--- config.mk ---
export PLATFORM = sky130hd
export DESIGN_NAME = pwrseq_ctrl
export DESIGN_NICKNAME = d
export VERILOG_FILES = /design/src/rtl/pwrseq_pkg.sv /design/src/rtl/pwrseq_phase_timer.sv /design/src/rtl/pwrseq_thr_latch.sv /design/src/rtl/pwrseq_ramp.sv /design/src/rtl/pwrseq_ctrl.sv
export SDC_FILE = /design/constraint.sdc
export NUM_CORES = 1
export LEC_CHECK = 0
export BUFFER_PORTS_ARGS = -buffer_cell sky130_fd_sc_hd__clkbuf_2
export CAP_MARGIN = 10
export CORE_ASPECT_RATIO = 1.4
export CORE_MARGIN = 5
export CORE_UTILIZATION = 45
export DETAILED_ROUTE_END_ITERATION = 8
export SLEW_MARGIN = 25
export SYNTH_ARGS = -nofsm -noshare
export SYNTH_HDL_FRONTEND = slang
export SYNTH_SLANG_ARGS = --single-unit
--- constraint.sdc ---
create_clock -name clk -period 3.3 [get_ports clk]
set_input_delay 0.165 -clock clk [delete_from_list [all_inputs] [get_ports clk]]
set_output_delay 0.165 -clock clk [all_outputs]
set_load 0.1 [all_outputs]
--- src/rtl/pwrseq_pkg.sv ---
package pwrseq_pkg;

    typedef enum logic [2:0] {
        ST_OFF   = 3'd0,
        ST_SENSE = 3'd1,
        ST_CLAMP = 3'd2,
        ST_RAMP  = 3'd3,
        ST_RUN   = 3'd4
    } seq_state_e;

    typedef enum logic [1:0] {
        THR_160 = 2'b00,
        THR_320 = 2'b01,
        THR_460 = 2'b10
    } thr_sel_e;

    localparam logic [1:0] IMP_OPEN = 2'b00;
    localparam logic [1:0] IMP_LOW  = 2'b01;
    localparam logic [1:0] IMP_MID  = 2'b10;

    typedef struct packed {
        logic sense;
        logic clamp;
        logic ramp;
        logic run;
    } phase_ctl_t;

    function automatic thr_sel_e decode_imp(input logic [1:0] cls);
        case (cls)
            IMP_LOW: decode_imp = THR_160;
            IMP_MID: decode_imp = THR_460;
            default: decode_imp = THR_320;
        endcase
    endfunction

    function automatic phase_ctl_t phase_of(input seq_state_e st);
        phase_ctl_t p;
        p = '0;
        case (st)
            ST_SENSE: p.sense = 1'b1;
            ST_CLAMP: p.clamp = 1'b1;
            ST_RAMP:  p.ramp  = 1'b1;
            ST_RUN:   p.run   = 1'b1;
            default:  p = '0;
        endcase
        return p;
    endfunction

endpackage

--- src/rtl/pwrseq_phase_timer.sv ---
module pwrseq_phase_timer #(
    parameter int CNT_W = 8
) (
    input  logic             clk,
    input  logic             rst,
    input  logic             clear,
    output logic [CNT_W-1:0] cnt
);

    logic [CNT_W-1:0] cnt_q;

    always_ff @(posedge clk) begin
        if (rst || clear) begin
            cnt_q <= '0;
        end else begin
            cnt_q <= cnt_q + 1'b1;
        end
    end

    assign cnt = cnt_q;


    timer_clear_chk: assert property (@(posedge clk) disable iff (rst)
        clear |=> (cnt_q == '0));

endmodule

--- src/rtl/pwrseq_thr_latch.sv ---
module pwrseq_thr_latch
    import pwrseq_pkg::*;
(
    input  logic       clk,
    input  logic       rst,
    input  logic       capture,
    input  logic [1:0] imp_class,
    output thr_sel_e   thr
);

    thr_sel_e thr_q;

    always_ff @(posedge clk) begin
        if (rst) begin
            thr_q <= THR_320;
        end else if (capture) begin
            thr_q <= decode_imp(imp_class);
        end
    end

    assign thr = thr_q;


    thr_hold_chk: assert property (@(posedge clk) disable iff (rst)
        !capture |=> $stable(thr_q));


    thr_legal_chk: assert property (@(posedge clk) disable iff (rst)
        thr_q != 2'b11);

endmodule

--- src/rtl/pwrseq_ramp.sv ---
module pwrseq_ramp #(
    parameter int REF_W       = 10,
    parameter int STEP_CYCLES = 919
) (
    input  logic             clk,
    input  logic             rst,
    input  logic             clear,
    input  logic             advance,
    output logic [REF_W-1:0] ref_val,
    output logic             full
);

    localparam logic [REF_W-1:0] REF_MAX = {REF_W{1'b1}};

    logic [REF_W-1:0] ref_q;
    logic             tick_step;

    assign full = (ref_q == REF_MAX);

    generate
        if (STEP_CYCLES <= 1) begin : g_no_prescale
            assign tick_step = 1'b1;
        end else begin : g_prescale
            localparam int STEP_W = $clog2(STEP_CYCLES);
            localparam logic [STEP_W-1:0] STEP_LAST = STEP_W'(STEP_CYCLES - 1);
            logic [STEP_W-1:0] pre_q;

            always_ff @(posedge clk) begin
                if (rst || clear) begin
                    pre_q <= '0;
                end else if (advance && !full) begin
                    if (pre_q == STEP_LAST) begin
                        pre_q <= '0;
                    end else begin
                        pre_q <= pre_q + 1'b1;
                    end
                end
            end

            assign tick_step = (pre_q == STEP_LAST);
        end
    endgenerate

    always_ff @(posedge clk) begin
        if (rst || clear) begin
            ref_q <= '0;
        end else if (advance && !full && tick_step) begin
            ref_q <= ref_q + 1'b1;
        end
    end

    assign ref_val = ref_q;


    ramp_step_chk: assert property (@(posedge clk) disable iff (rst)
        !clear |=> (ref_q == $past(ref_q)) || (ref_q == $past(ref_q) + 1'b1));


    ramp_clear_chk: assert property (@(posedge clk) disable iff (rst)
        clear |=> (ref_q == '0));

endmodule

--- src/rtl/pwrseq_ctrl.sv ---
module pwrseq_ctrl
    import pwrseq_pkg::*;
#(
    parameter int SENSE_CYCLES = 400000,
    parameter int CLAMP_CYCLES = 800000,
    parameter int REF_W        = 10,
    parameter int STEP_CYCLES  = 919
) (
    input  logic             clk,
    input  logic             rst,
    input  logic             supply_ok,
    input  logic             en,
    input  logic             restart_req,
    input  logic [1:0]       imp_class,
    output logic [1:0]       thr_sel,
    output logic             sense_drv,
    output logic             comp_clamp,
    output logic [REF_W-1:0] ss_ref,
    output logic             run
);

    localparam int PHASE_MAX = (SENSE_CYCLES > CLAMP_CYCLES) ? SENSE_CYCLES : CLAMP_CYCLES;
    localparam int CNT_W     = $clog2(PHASE_MAX + 1);
    localparam logic [CNT_W-1:0] SENSE_LAST = CNT_W'(SENSE_CYCLES - 1);
    localparam logic [CNT_W-1:0] CLAMP_LAST = CNT_W'(CLAMP_CYCLES - 1);
    localparam logic [REF_W-1:0] REF_MAX    = {REF_W{1'b1}};

    seq_state_e       state_q, state_d;
    phase_ctl_t       ph;
    logic             go;
    logic             sense_end, clamp_end, restart_hit;
    logic             timer_clear, ramp_clear, ramp_full;
    logic [CNT_W-1:0] phase_cnt;
    logic [REF_W-1:0] ramp_val;
    thr_sel_e         thr_val;

    assign go          = supply_ok && en;
    assign ph          = phase_of(state_q);
    assign sense_end   = ph.sense && (phase_cnt == SENSE_LAST);
    assign clamp_end   = ph.clamp && (phase_cnt == CLAMP_LAST);
    assign restart_hit = restart_req && (ph.ramp || ph.run);

    always_comb begin
        state_d = state_q;
        if (!go) begin
            state_d = ST_OFF;
        end else begin
            case (state_q)
                ST_OFF:   state_d = ST_SENSE;
                ST_SENSE: state_d = sense_end ? ST_CLAMP : ST_SENSE;
                ST_CLAMP: state_d = clamp_end ? ST_RAMP : ST_CLAMP;
                ST_RAMP:  state_d = restart_req ? ST_RAMP : (ramp_full ? ST_RUN : ST_RAMP);
                ST_RUN:   state_d = restart_req ? ST_RAMP : ST_RUN;
                default:  state_d = ST_OFF;
            endcase
        end
    end

    always_ff @(posedge clk) begin
        if (rst) begin
            state_q <= ST_OFF;
        end else begin
            state_q <= state_d;
        end
    end

    assign timer_clear = (state_d != state_q) || !(ph.sense || ph.clamp);
    assign ramp_clear  = !go || restart_hit || !(ph.ramp || ph.run);

    pwrseq_phase_timer #(
        .CNT_W (CNT_W)
    ) i_phase_timer (
        .clk   (clk),
        .rst   (rst),
        .clear (timer_clear),
        .cnt   (phase_cnt)
    );

    pwrseq_thr_latch i_thr_latch (
        .clk       (clk),
        .rst       (rst),
        .capture   (sense_end && go),
        .imp_class (imp_class),
        .thr       (thr_val)
    );

    pwrseq_ramp #(
        .REF_W       (REF_W),
        .STEP_CYCLES (STEP_CYCLES)
    ) i_ramp (
        .clk     (clk),
        .rst     (rst),
        .clear   (ramp_clear),
        .advance (ph.ramp),
        .ref_val (ramp_val),
        .full    (ramp_full)
    );

    assign thr_sel    = thr_val;
    assign sense_drv  = ph.sense;
    assign comp_clamp = ph.clamp;
    assign run        = ph.run;
    assign ss_ref     = ramp_val;


    start_chk: assert property (@(posedge clk) disable iff (rst)
        (state_q == ST_OFF && supply_ok && en) |=> sense_drv);


    shutdown_chk: assert property (@(posedge clk) disable iff (rst)
        !(supply_ok && en) |=> (!sense_drv && !comp_clamp && !run && ss_ref == '0));


    phase_excl_chk: assert property (@(posedge clk) disable iff (rst)
        $onehot0({sense_drv, comp_clamp, run}));


    run_full_chk: assert property (@(posedge clk) disable iff (rst)
        run |-> (ss_ref == REF_MAX));


    restart_chk: assert property (@(posedge clk) disable iff (rst)
        (restart_req && supply_ok && en && (run || state_q == ST_RAMP))
        |=> (!run && ss_ref == '0 && !sense_drv && !comp_clamp));


    clamp_follow_chk: assert property (@(posedge clk) disable iff (rst)
        (sense_drv && supply_ok && en && phase_cnt == SENSE_LAST) |=> comp_clamp);

endmodule

==> results.md <==
* Status: completed
* Die span in x at 72.27 µm
* CTS Hold Buffers Added at 0
* Total power at 0.9820 mW
* Layout area overhead at 10.40%
* Number of setup buffers added after CTS at 0
* FF-to-FF path depth at 4
* Initial antenna violation count at 0
* Top FF cell, synth: dfxtp_1
* CTS root buffer: clkbuf_8
* Post-Synthesis Cells at 269
* DR DRC count at 0
* Largest net degree at the start of global routing at 25
* Hold Path Cell Cnt at 2
* Crit path DAT at 2510 ps
* Gpl congestion at 0.7936
* Die Area at 7022 µm²
* Comb pwr share at 1.5%
* Tmin final at 2372 ps
* Final setup vio count at 0
* Congestion Overflow GR at 0
* Die height at 97.17 µm
* Post-synth top cells: 45 x dfxtp_1, 28 x a21oi_1, 18 x nand2_1
* Post-Syn Area at 2442 µm²
* CTS tree: done
* Fmax at 421.7 MHz
* Reg2reg end: i_phase_timer.cnt[15]
* Synth unique cells at 53
* Synth Register Bits at 45
* Vias in the first global route at 2,020
* First-pass GRT wire length at 9335 µm
* Final Max Tran Viols at 0
* Initial Utilization at 46.64%
* Setup CP Type: reg2reg
* Internal power at 0.7751 mW
* Core ar. at 5236 µm²
* Worst vdd ir at 185.5 µV
* Post-Syn Nets at 281
* Vias per inst at 5.852
* Setup Total Neg Slack at 0 ps
* Post-synth top area share at 36.89%
* Area leader, netlist: dfxtp_1
* CTS buffer count at 5
* Static leakage at 0.8027 nW
* Synth warn at 0
* Period utilization at 71.86%
* Sequential element share of the synthesized area at 36.89%
* Dpl hpwl at 3882 µm
* EDFF count, synth at 0
* Critical path endpoint category: flip-flop
* Max-cap violations at 0
* Hold Crit Class: in2reg
* Area contributors post-synth: dfxtp_1 37%, a21oi_1 5.7%, nand3_1 3.5%, xnor2_1 3.2%, nand2_1 2.8%
* Crit-path max FO at 20
* DR pass1 iterations at 4
* CTS resizes at 0
* Via count at 2,095
* Pwr/cell area at 364.2 nW/µm²
* Net Sw Frac at 21.06%
* Clock share of power at 43.1%
* Port bufs at 21
* CTS Sinks at 45
* Share of layout cells above drive strength 1 at 16.44%
* Ys async rst share at 0%
* Slew @ Worst Pin at 780.8 ps
* CTS Buffer Depth at 2
* H-tree depth at 2
* ANT cells at 0
* Switching Power at 0.2068 mW
* Tot GR Track Use at 15.95%
* R2r setup slk at 930 ps
* Wire per inst at 14.58 µm
* Layout Nets at 303
* Num rows at 31
* Slew HR at 47.29%
* Hold Vio Cnt, Final at 0
* Clock skew at 16.46 ps
* WHS Endpoint: state_q[2]
* Antenna viol nets, final at 0
* R2R Path Start: i_phase_timer.cnt[14]
* Skew-Pair Late Insertion Delay at 300 ps
* Most frequent cell after synthesis: dfxtp_1
* Reg clk slew, reported paths at 90 ps
* RSZ-0062 raised after global routing: false
* Sequential Power Share at 55.4%
* Worst EP required at 3440 ps
* DR iter-0 viols at 88
* Final wirelength at 5221 µm
* Hold WS at 63.15 ps
* Hold Path Origin: restart_req
* Avg Cell Area, Syn at 9.079 µm²
* I/O pins at 22
* Crit path launch type: flip-flop
[per-stage QoR]
step | worst slack, ps | cells | instance area, µm² | utilization, %
6_report | 928.5 | 358 | 2696 | 51.49
3_5_place_dp | 921.4 | 350 | 2581 | 49.30
5_1_grt | 681.5 | 358 | 2696 | 51.49
3_3_place_gp | 998.2 | 350 | 2581 | 49.30
2_1_floorplan | 725.1 | 269 | 2447 | -
4_1_cts | 914.1 | 358 | 2696 | 51.49
[sequential cells by signal (all words and copies together) (netlist names)]
register	count
state_q	3
i_ramp.g_prescale.pre_q	10
i_thr_latch.thr	2
i_phase_timer.cnt	20
i_ramp.ref_val	10
[cell families after synthesis]
kind of cell / share of synthesized area [%]
adder cells (fa/ha/maj): 2.561
XOR/XNOR: 4.662
flip-flops: 36.89
multiplexers: 2.049
AND/OR/NAND/NOR: 31.76
AO/OA/AOI/OAI: 18.19
buffers and inverters: 3.893
[final cells by class]
| cell class | count | area, µm² |
|---|---|---|
| inverters | 7 | 26.28 |
| clock buffers | 5 | 68.82 |
| repair buffers | 23 | 120.1 |
| fillers | 510 | 2540 |
| flip-flops and latches | 45 | 900.9 |
| multi-input cells | 209 | 1451 |
| well taps | 66 | 82.58 |
| clock inverters | 3 | 46.29 |
[routing by layer]
layer  part of all wire (%)  vias to the layer above  GRT usage [%]
met5                      0                        -              0
met4                    2.5                        0          5.933
met3                    2.5                       13          3.002
met2                     53                       29          27.86
met1                     42                      972          18.77
li1                       -                     1081              -
[placed cells by master (no fill, tap or decap), types with 2 or more instances in the layout]
| cell type | count |
|---|---|
| inv_1 | 7 |
| ha_1 | 5 |
| clkbuf_2 | 21 |
| or4bb_1 | 2 |
| nor3_1 | 4 |
| a22oi_1 | 2 |
| nor2_1 | 8 |
| or3_1 | 7 |
| a31oi_1 | 7 |
| a211oi_1 | 4 |
| or4_1 | 5 |
| o31ai_1 | 6 |
| a211o_1 | 2 |
| clkbuf_8 | 5 |
| a22oi_2 | 2 |
| nand4b_1 | 2 |
| nand4_1 | 9 |
| buf_4 | 2 |
| and4_1 | 5 |
| nor4_1 | 7 |
| a21oi_1 | 28 |
| nor3b_1 | 3 |
| nand2b_1 | 7 |
| nor4_4 | 2 |
| dfxtp_1 | 45 |
| xnor2_1 | 9 |
| xor2_1 | 4 |
| or3b_2 | 2 |
| nand2_1 | 18 |
| and3_1 | 5 |
| o21ai_0 | 10 |
| nand3_1 | 17 |
| mux2i_1 | 5 |
| nand3b_1 | 2 |
[critical path, stage by stage (launching register included)]
cell and delay (ps):
dfxtp_1 360, or4b_4 540, nor4_4 430, a211o_1 690, a22oi_1 190
[power by group through the flow]
stage / clock network [mW] / logic (mW) / registers, mW
after global placement: 0 / 0.0150 / 0.557
after floorplan: 0 / 0.00858 / 0.557
after detailed placement: 0 / 0.0147 / 0.557
after CTS: 0.441 / 0.0147 / 0.544
final: 0.423 / 0.0145 / 0.544
after global routing: 0.459 / 0.0161 / 0.545
[how the worst max path moves through the flow]
| stage | from | end | slack (ps) | depth (start not counted) |
|---|---|---|---|---|
| CTS | i_phase_timer.cnt[15] | i_phase_timer.cnt[15] | 910 | 4 |
| global placement | i_phase_timer.cnt[15] | i_phase_timer.cnt[17] | 1000 | 4 |
| finish | i_phase_timer.cnt[14] | i_phase_timer.cnt[15] | 930 | 4 |
| global route | i_phase_timer.cnt[0] | i_phase_timer.cnt[17] | 680 | 5 |
| detailed placement | i_phase_timer.cnt[15] | i_phase_timer.cnt[15] | 920 | 4 |
| floorplan | state_q[0] | i_phase_timer.cnt[3] | 730 | 5 |
Power figures use the tool's default switching activity.
